--- config.mk ---
export PLATFORM = sky130hd
export DESIGN_NAME = sample_out_fmt
export DESIGN_NICKNAME = d
export VERILOG_FILES = /design/src/rtl/sof_pkg.sv /design/src/rtl/sof_fmt.sv /design/src/rtl/sof_bit_timer.sv /design/src/rtl/sof_shifter.sv /design/src/rtl/sample_out_fmt.sv
export SDC_FILE = /design/constraint.sdc
export NUM_CORES = 1
export LEC_CHECK = 0
export CAP_MARGIN = 20
export CORE_MARGIN = 5
export CORE_UTILIZATION = 58
export DETAILED_ROUTE_END_ITERATION = 7
export DONT_BUFFER_PORTS = 1
export PLACE_DENSITY = 0.76
export SLEW_MARGIN = 20
export SYNTH_ARGS = -nofsm -noshare
export SYNTH_HDL_FRONTEND = slang
export SYNTH_SLANG_ARGS = --single-unit
--- constraint.sdc ---
create_clock -name clk -period 2.6 [get_ports clk]
set_clock_uncertainty 0.1 [all_clocks]
set_input_delay 0.13 -clock clk [delete_from_list [all_inputs] [get_ports clk]]
set_output_delay 0.13 -clock clk [all_outputs]
set_load 0.02 [all_outputs]
--- src/rtl/sof_pkg.sv ---
package sof_pkg;

    typedef enum logic {
        OM_PARALLEL = 1'b0,
        OM_SERIAL   = 1'b1
    } out_mode_e;

    // settings frozen for the life of one serial transfer
    typedef struct packed {
        logic       seq;
        logic       clk_inv;
        logic [1:0] div;
    } xfer_cfg_t;

    // last phase index inside one bit period
    function automatic logic [2:0] period_max(input logic [1:0] d);
        return 3'((4'd1 << d) - 4'd1);
    endfunction

    // first phase index of the second half of a bit period
    function automatic logic [2:0] half_phase(input logic [1:0] d);
        return (d == 2'd0) ? 3'd0 : 3'(4'd1 << (d - 2'd1));
    endfunction

endpackage

--- src/rtl/sof_fmt.sv ---
module sof_fmt #(
    parameter int W = 16
) (
    input  logic [W-1:0] word_in,
    input  logic         offset,
    output logic [W-1:0] word_out
);
    // offset binary differs from two's complement only in the sign bit
    assign word_out = {word_in[W-1] ^ offset, word_in[W-2:0]};
endmodule

--- src/rtl/sof_bit_timer.sv ---
module sof_bit_timer
    import sof_pkg::*;
#(
    parameter int W  = 16,
    parameter int BW = $clog2(2 * W + 1)
) (
    input  logic          clk,
    input  logic          rst,
    input  logic          start,
    input  logic [1:0]    div,
    input  logic [BW-1:0] nbits,
    output logic          busy,
    output logic [BW-1:0] bit_idx,
    output logic          bit_end,
    output logic          done,
    output logic          clk_lvl
);
    logic [2:0]    ph;
    logic [1:0]    div_q;
    logic [BW-1:0] nb_q;
    logic [2:0]    ph_last;

    assign ph_last = period_max(div_q);
    assign bit_end = busy && (ph == ph_last);
    assign done    = bit_end && (bit_idx == nb_q - BW'(1));
    assign clk_lvl = (div_q != 2'd0) && (ph >= half_phase(div_q));

    always_ff @(posedge clk) begin
        if (rst) begin
            busy    <= 1'b0;
            ph      <= '0;
            bit_idx <= '0;
            div_q   <= '0;
            nb_q    <= '0;
        end else if (start) begin
            busy    <= 1'b1;
            ph      <= '0;
            bit_idx <= '0;
            div_q   <= div;
            nb_q    <= nbits;
        end else if (busy) begin
            if (ph == ph_last) begin
                ph <= '0;
                if (done) busy <= 1'b0;
                else      bit_idx <= bit_idx + BW'(1);
            end else begin
                ph <= ph + 3'd1;
            end
        end
    end

    // a bit index never runs past the word length of its transfer
    p_bit_in_range_r5: assert property (@(posedge clk) disable iff (rst)
        busy |-> (bit_idx < nb_q));

    // the presented bit stays put for a whole bit period
    p_bit_hold_r2: assert property (@(posedge clk) disable iff (rst)
        (busy && !bit_end && !start) |=> (busy && $stable(bit_idx)));
endmodule

--- src/rtl/sof_shifter.sv ---
module sof_shifter #(
    parameter int W = 16
) (
    input  logic         clk,
    input  logic         rst,
    input  logic         load,
    input  logic         adv,
    input  logic         msb_first,
    input  logic         seq,
    input  logic [W-1:0] word_i,
    input  logic [W-1:0] word_q,
    output logic         bit_i,
    output logic         bit_q
);
    logic [2*W-1:0] sr;
    logic [W-1:0]   sq;
    logic           msb_q;
    logic [W-1:0]   tail;

    assign tail  = seq ? word_q : '0;
    assign bit_i = msb_q ? sr[2*W-1] : sr[0];
    assign bit_q = msb_q ? sq[W-1]   : sq[0];

    always_ff @(posedge clk) begin
        if (rst) begin
            sr    <= '0;
            sq    <= '0;
            msb_q <= 1'b1;
        end else if (load) begin
            msb_q <= msb_first;
            sq    <= word_q;
            sr    <= msb_first ? {word_i, tail} : {tail, word_i};
        end else if (adv) begin
            sr <= msb_q ? (sr << 1) : (sr >> 1);
            sq <= msb_q ? (sq << 1) : (sq >> 1);
        end
    end

    // between bit boundaries the shift contents are frozen
    p_shift_hold_r6: assert property (@(posedge clk) disable iff (rst)
        (!load && !adv) |=> ($stable(sr) && $stable(sq)));
endmodule

--- src/rtl/sample_out_fmt.sv ---
module sample_out_fmt
    import sof_pkg::*;
#(
    parameter int W = 16
) (
    input  logic         clk,
    input  logic         rst,
    input  logic         in_valid,
    input  logic [W-1:0] in_i,
    input  logic [W-1:0] in_q,
    input  logic         cfg_serial,
    input  logic [1:0]   cfg_div,
    input  logic         cfg_seq,
    input  logic         cfg_msb_first,
    input  logic         cfg_offset,
    input  logic         cfg_rdy_low,
    input  logic         cfg_clk_inv,
    output logic         ser_clk,
    output logic         ser_i,
    output logic         ser_q,
    output logic [W-1:0] par_i,
    output logic [W-1:0] par_q,
    output logic         data_rdy,
    output logic         overrun
);
    localparam int BW = $clog2(2 * W + 1);

    out_mode_e     mode;
    xfer_cfg_t     cap;
    logic [W-1:0]  fmt_i, fmt_q;
    logic          busy, bit_end, done, clk_lvl;
    logic [BW-1:0] bit_idx, nbits;
    logic          accept, start_ser, load_par;
    logic          sh_i, sh_q, first_bit;
    logic          par_pulse;

    assign mode      = out_mode_e'(cfg_serial);
    assign accept    = in_valid && (!busy || done);
    assign start_ser = accept && (mode == OM_SERIAL);
    assign load_par  = accept && (mode == OM_PARALLEL);
    assign nbits     = cfg_seq ? BW'(2 * W) : BW'(W);

    sof_fmt #(.W(W)) u_fmt_i (.word_in(in_i), .offset(cfg_offset), .word_out(fmt_i));
    sof_fmt #(.W(W)) u_fmt_q (.word_in(in_q), .offset(cfg_offset), .word_out(fmt_q));

    sof_bit_timer #(.W(W), .BW(BW)) u_timer (
        .clk     (clk),
        .rst     (rst),
        .start   (start_ser),
        .div     (cfg_div),
        .nbits   (nbits),
        .busy    (busy),
        .bit_idx (bit_idx),
        .bit_end (bit_end),
        .done    (done),
        .clk_lvl (clk_lvl)
    );

    sof_shifter #(.W(W)) u_shift (
        .clk       (clk),
        .rst       (rst),
        .load      (start_ser),
        .adv       (bit_end && !done),
        .msb_first (cfg_msb_first),
        .seq       (cfg_seq),
        .word_i    (fmt_i),
        .word_q    (fmt_q),
        .bit_i     (sh_i),
        .bit_q     (sh_q)
    );

    always_ff @(posedge clk) begin
        if (rst) begin
            cap       <= '0;
            par_i     <= '0;
            par_q     <= '0;
            par_pulse <= 1'b0;
            overrun   <= 1'b0;
        end else begin
            par_pulse <= load_par;
            if (start_ser) begin
                cap.seq     <= cfg_seq;
                cap.clk_inv <= cfg_clk_inv;
                cap.div     <= cfg_div;
            end
            if (load_par) begin
                par_i <= fmt_i;
                par_q <= fmt_q;
            end
            if (in_valid && !accept) overrun <= 1'b1;
        end
    end

    assign first_bit = busy && ((bit_idx == '0) || (cap.seq && (bit_idx == BW'(W))));
    assign data_rdy  = (first_bit | par_pulse) ^ cfg_rdy_low;
    assign ser_i     = busy && sh_i;
    assign ser_q     = busy && !cap.seq && sh_q;

    always_comb begin
        if (busy)
            ser_clk = (cap.div == 2'd0) ? 1'b1 : (clk_lvl ^ cap.clk_inv);
        else
            ser_clk = (cfg_div == 2'd0) ? 1'b1 : cfg_clk_inv;
    end

    // once a sample has been lost the flag stays up
    p_overrun_sticky_r10: assert property (@(posedge clk) disable iff (rst)
        overrun |=> overrun);

    // a parallel ready pulse never overlaps a serial transfer
    p_no_dual_ready_r8: assert property (@(posedge clk) disable iff (rst)
        !(busy && par_pulse));

    // parallel words move only together with their ready pulse
    p_par_hold_r1: assert property (@(posedge clk) disable iff (rst)
        !par_pulse |-> ($stable(par_i) && $stable(par_q)));

    // in sequential mode the quadrature line stays quiet
    p_seq_q_quiet_r5: assert property (@(posedge clk) disable iff (rst)
        (busy && cap.seq) |-> !ser_q);
endmodule

==> impl_metrics.yaml <==
run_status:
  outcome: "finished, final reports clean"
floorplanning:
  fp.dieArea_mm2: 0.01129
  die_x_um: 106.2
  rows: 35
  start_util_pct: 58.70
  core_mm2: 0.009153
  dieHeight_um: 106.2
  io_pins: 80
cts:
  clock_path_buffers: 2
  clock_latency_ps: 370
  path_clk_slew_ps: 100
  cts_made_buffers: 9
  root_buffer: "clkbuf_8"
  h-tree-depth: 3
  cts_tree: "yes"
  clock_sinks: 98
timing:
  slew_headroom_pct: 42.11
  max_freq_ghz: 0.3877
  period_share_pct: 99.21
  tightestPinTransition_ps: 867.3
  drv_slew: 0
  period_minus_slack_ps: 2579
  setup_viol: 0
  fin_setup_tns_ps: 0
  final_hold_viol_count: 0
  rsz0062_at_grt: "yes"
routing:
  routed_wirelength_um: 17390
  first_pass_iters: 5
  drc: 0
  drt_iter0_drc: 735
  wire_per_inst_um: 22.38
  ant_nets: 0
  vias_per_cell: 7.245
  num_vias: 5629
logic_synthesis:
  synth_top_area_share_pct: 36.52
  synth_nets: 707
  synthTopCellsByArea: "dfxtp_1 (37%), a2111oi_0 (7.3%), mux2_2 (6.3%), o21ai_0 (5.3%), nand3_1 (5.1%)"
  syn_area_mm2: 0.005373
  synth_seq_area_share_pct: 36.52
  yosys-top-cells-count: "dfxtp_1 (98), clkbuf_1 (68), o21ai_0 (57), nand3_1 (55), a21oi_1 (49)"
  yosysTopAreaCell: "dfxtp_1"
  synth_cells: 658
  synth.most_common_cell: "dfxtp_1"
  synth_seq_cells: 98
  yosysWarnings: 0
  postSynthAreaPerCell_um2: 8.165
  synthFlopType: "dfxtp_1"
  synthArstFlopShare_pct: 0
  synth_edf_count: 0
  ys_types: 40
place:
  dpl.cell_count: 717
  gp_congestion: 0.8501
  hpwl_um: 10160
  port-buffer-count: 0
setup_path:
  cp.arrival_ps: 2720
  crit_fanout: 30
  path_class: "register to register"
  required_ps: 2740
  endpoint_kind: "register"
  start_kind: "register"
cells_and_area:
  fin_nets: 709
  final_util_pct: 68.07
  syn2layout_area_growth_pct: 15.95
  fin_cells: 777
  layout-drive-gt1-share_pct: 15.79
power_and_ir_drop:
  total_power_mw: 3.308
  power_density_mw_per_mm2: 531.0
  ir_drop_uv: 282.8
  leakagePower_nw: 2.055
grt:
  grt_max_degree: 61
  antenna_found_initial: 0
  grt_pass1_vias: 5023
  grt_pass1_wl_um: 27220
  grt_use_total_pct: 29.64
  grt_overflow: 0
run:
  cap_violations: 0
worst_hold_path:
  hold_path_class: "input pin to register"
[state kept, by name, summed over array words and instances, names as in the netlist, 2 cells and up]
name	cells
u_shift.sr	32
par_q	16
u_timer.ph	3
u_timer.nb_q	2
u_timer.div_q	2
u_shift.sq	16
u_timer.bit_idx	6
par_i	16
[placed cells by master, fill, tap and decap left out, types with 5 or more instances in the layout]
cell type | synthesis | final
a2111oi_0 | 45 | 36
a2111oi_1 | 0 | 8
a21oi_1 | 49 | 49
a311oi_1 | 31 | 31
a31o_2 | 15 | 15
buf_12 | 0 | 7
buf_4 | 0 | 16
clkbuf_8 | 0 | 12
dfxtp_1 | 98 | 96
dlygate4sd3_1 | 0 | 40
ha_1 | 6 | 6
inv_1 | 7 | 7
mux2_2 | 30 | 30
nand2_1 | 41 | 41
nand2b_1 | 7 | 6
nand3_1 | 55 | 55
nand4_1 | 5 | 5
nor2_1 | 40 | 38
nor2b_1 | 17 | 17
nor3_1 | 24 | 22
o21ai_0 | 57 | 56
o32ai_1 | 15 | 15
[critical path, cell delays in order (launching register included)]
cell	delay, ps
dfxtp_2	350
or4b_1	540
and4_4	240
o41a_4	470
buf_12	180
a2111oi_1	450
a311oi_1	100
[per-layer routing]
layer  GRT usage, %  wire, um
met1          40.71      7031
met2          44.39      7860
met3          7.529      1919
met4          12.03       578
met5              0         0
[cell families after synthesis]
group	synth area share (%)
adder cells (fa/ha/maj)	1.397
flip-flops	36.52
AO/OA/AOI/OAI	29.72
multiplexers	6.847
buffers and inverters	6.008
XOR/XNOR	0.9783
AND/OR/NAND/NOR	18.54
[cell type report]
| cell class | count | area [um2] |
|---|---|---|
| Antenna cell | 1 | 2.502 |
| Fill cell | 749 | 2923 |
| Timing Repair Buffer | 68 | 747.0 |
| Multi-Input combinational cell | 476 | 3153 |
| Sequential cell | 98 | 1964 |
| Clock inverter | 4 | 32.53 |
| Inverter | 7 | 26.28 |
| Tap cell | 111 | 138.9 |
| Clock buffer | 12 | 165.2 |
[stage by stage]
| step | worst slack [ps] | area, um2 | hold slack (ps) |
|---|---|---|---|
| floorplan | 148.3 | 5373 | 170.7 |
| global placement | 108.7 | 5498 | 111.7 |
| detailed placement | 9.298 | 5498 | 114.0 |
| CTS | 18.70 | 6116 | 0.1493 |
| global route | -34.94 | 6227 | 10.68 |
| finish | 20.56 | 6230 | 0.4261 |
[worst paths after layout]
path                       from                  to  slack (ps)  cells after the start
min                     in_i[4]      u_shift.sr[20]         0.4                      2
min reg2reg  u_timer.bit_idx[3]  u_timer.bit_idx[3]         420                      2
max reg2reg       u_timer.ph[2]      u_shift.sr[27]          20                      6
max               u_timer.ph[2]      u_shift.sr[27]          20                      6
[report_power, final]
part	internal, mW	total, mW	switching (mW)
clock network	0.433	0.992	0.559
logic	0.268	0.607	0.339
registers	1.60	1.71	0.112
total	2.30	3.31	1.01
[repair_timing]
action | CTS | global route
pin swaps | 0 | 2
hold buffers | 40 | 1
setup endpoints to repair | 2 | 57
setup buffers | 0 | 0
resized for setup | 2 | 21
hold endpoints to repair | 79 | 1
cloned | 0 | 2
Power figures use the tool's default switching activity.
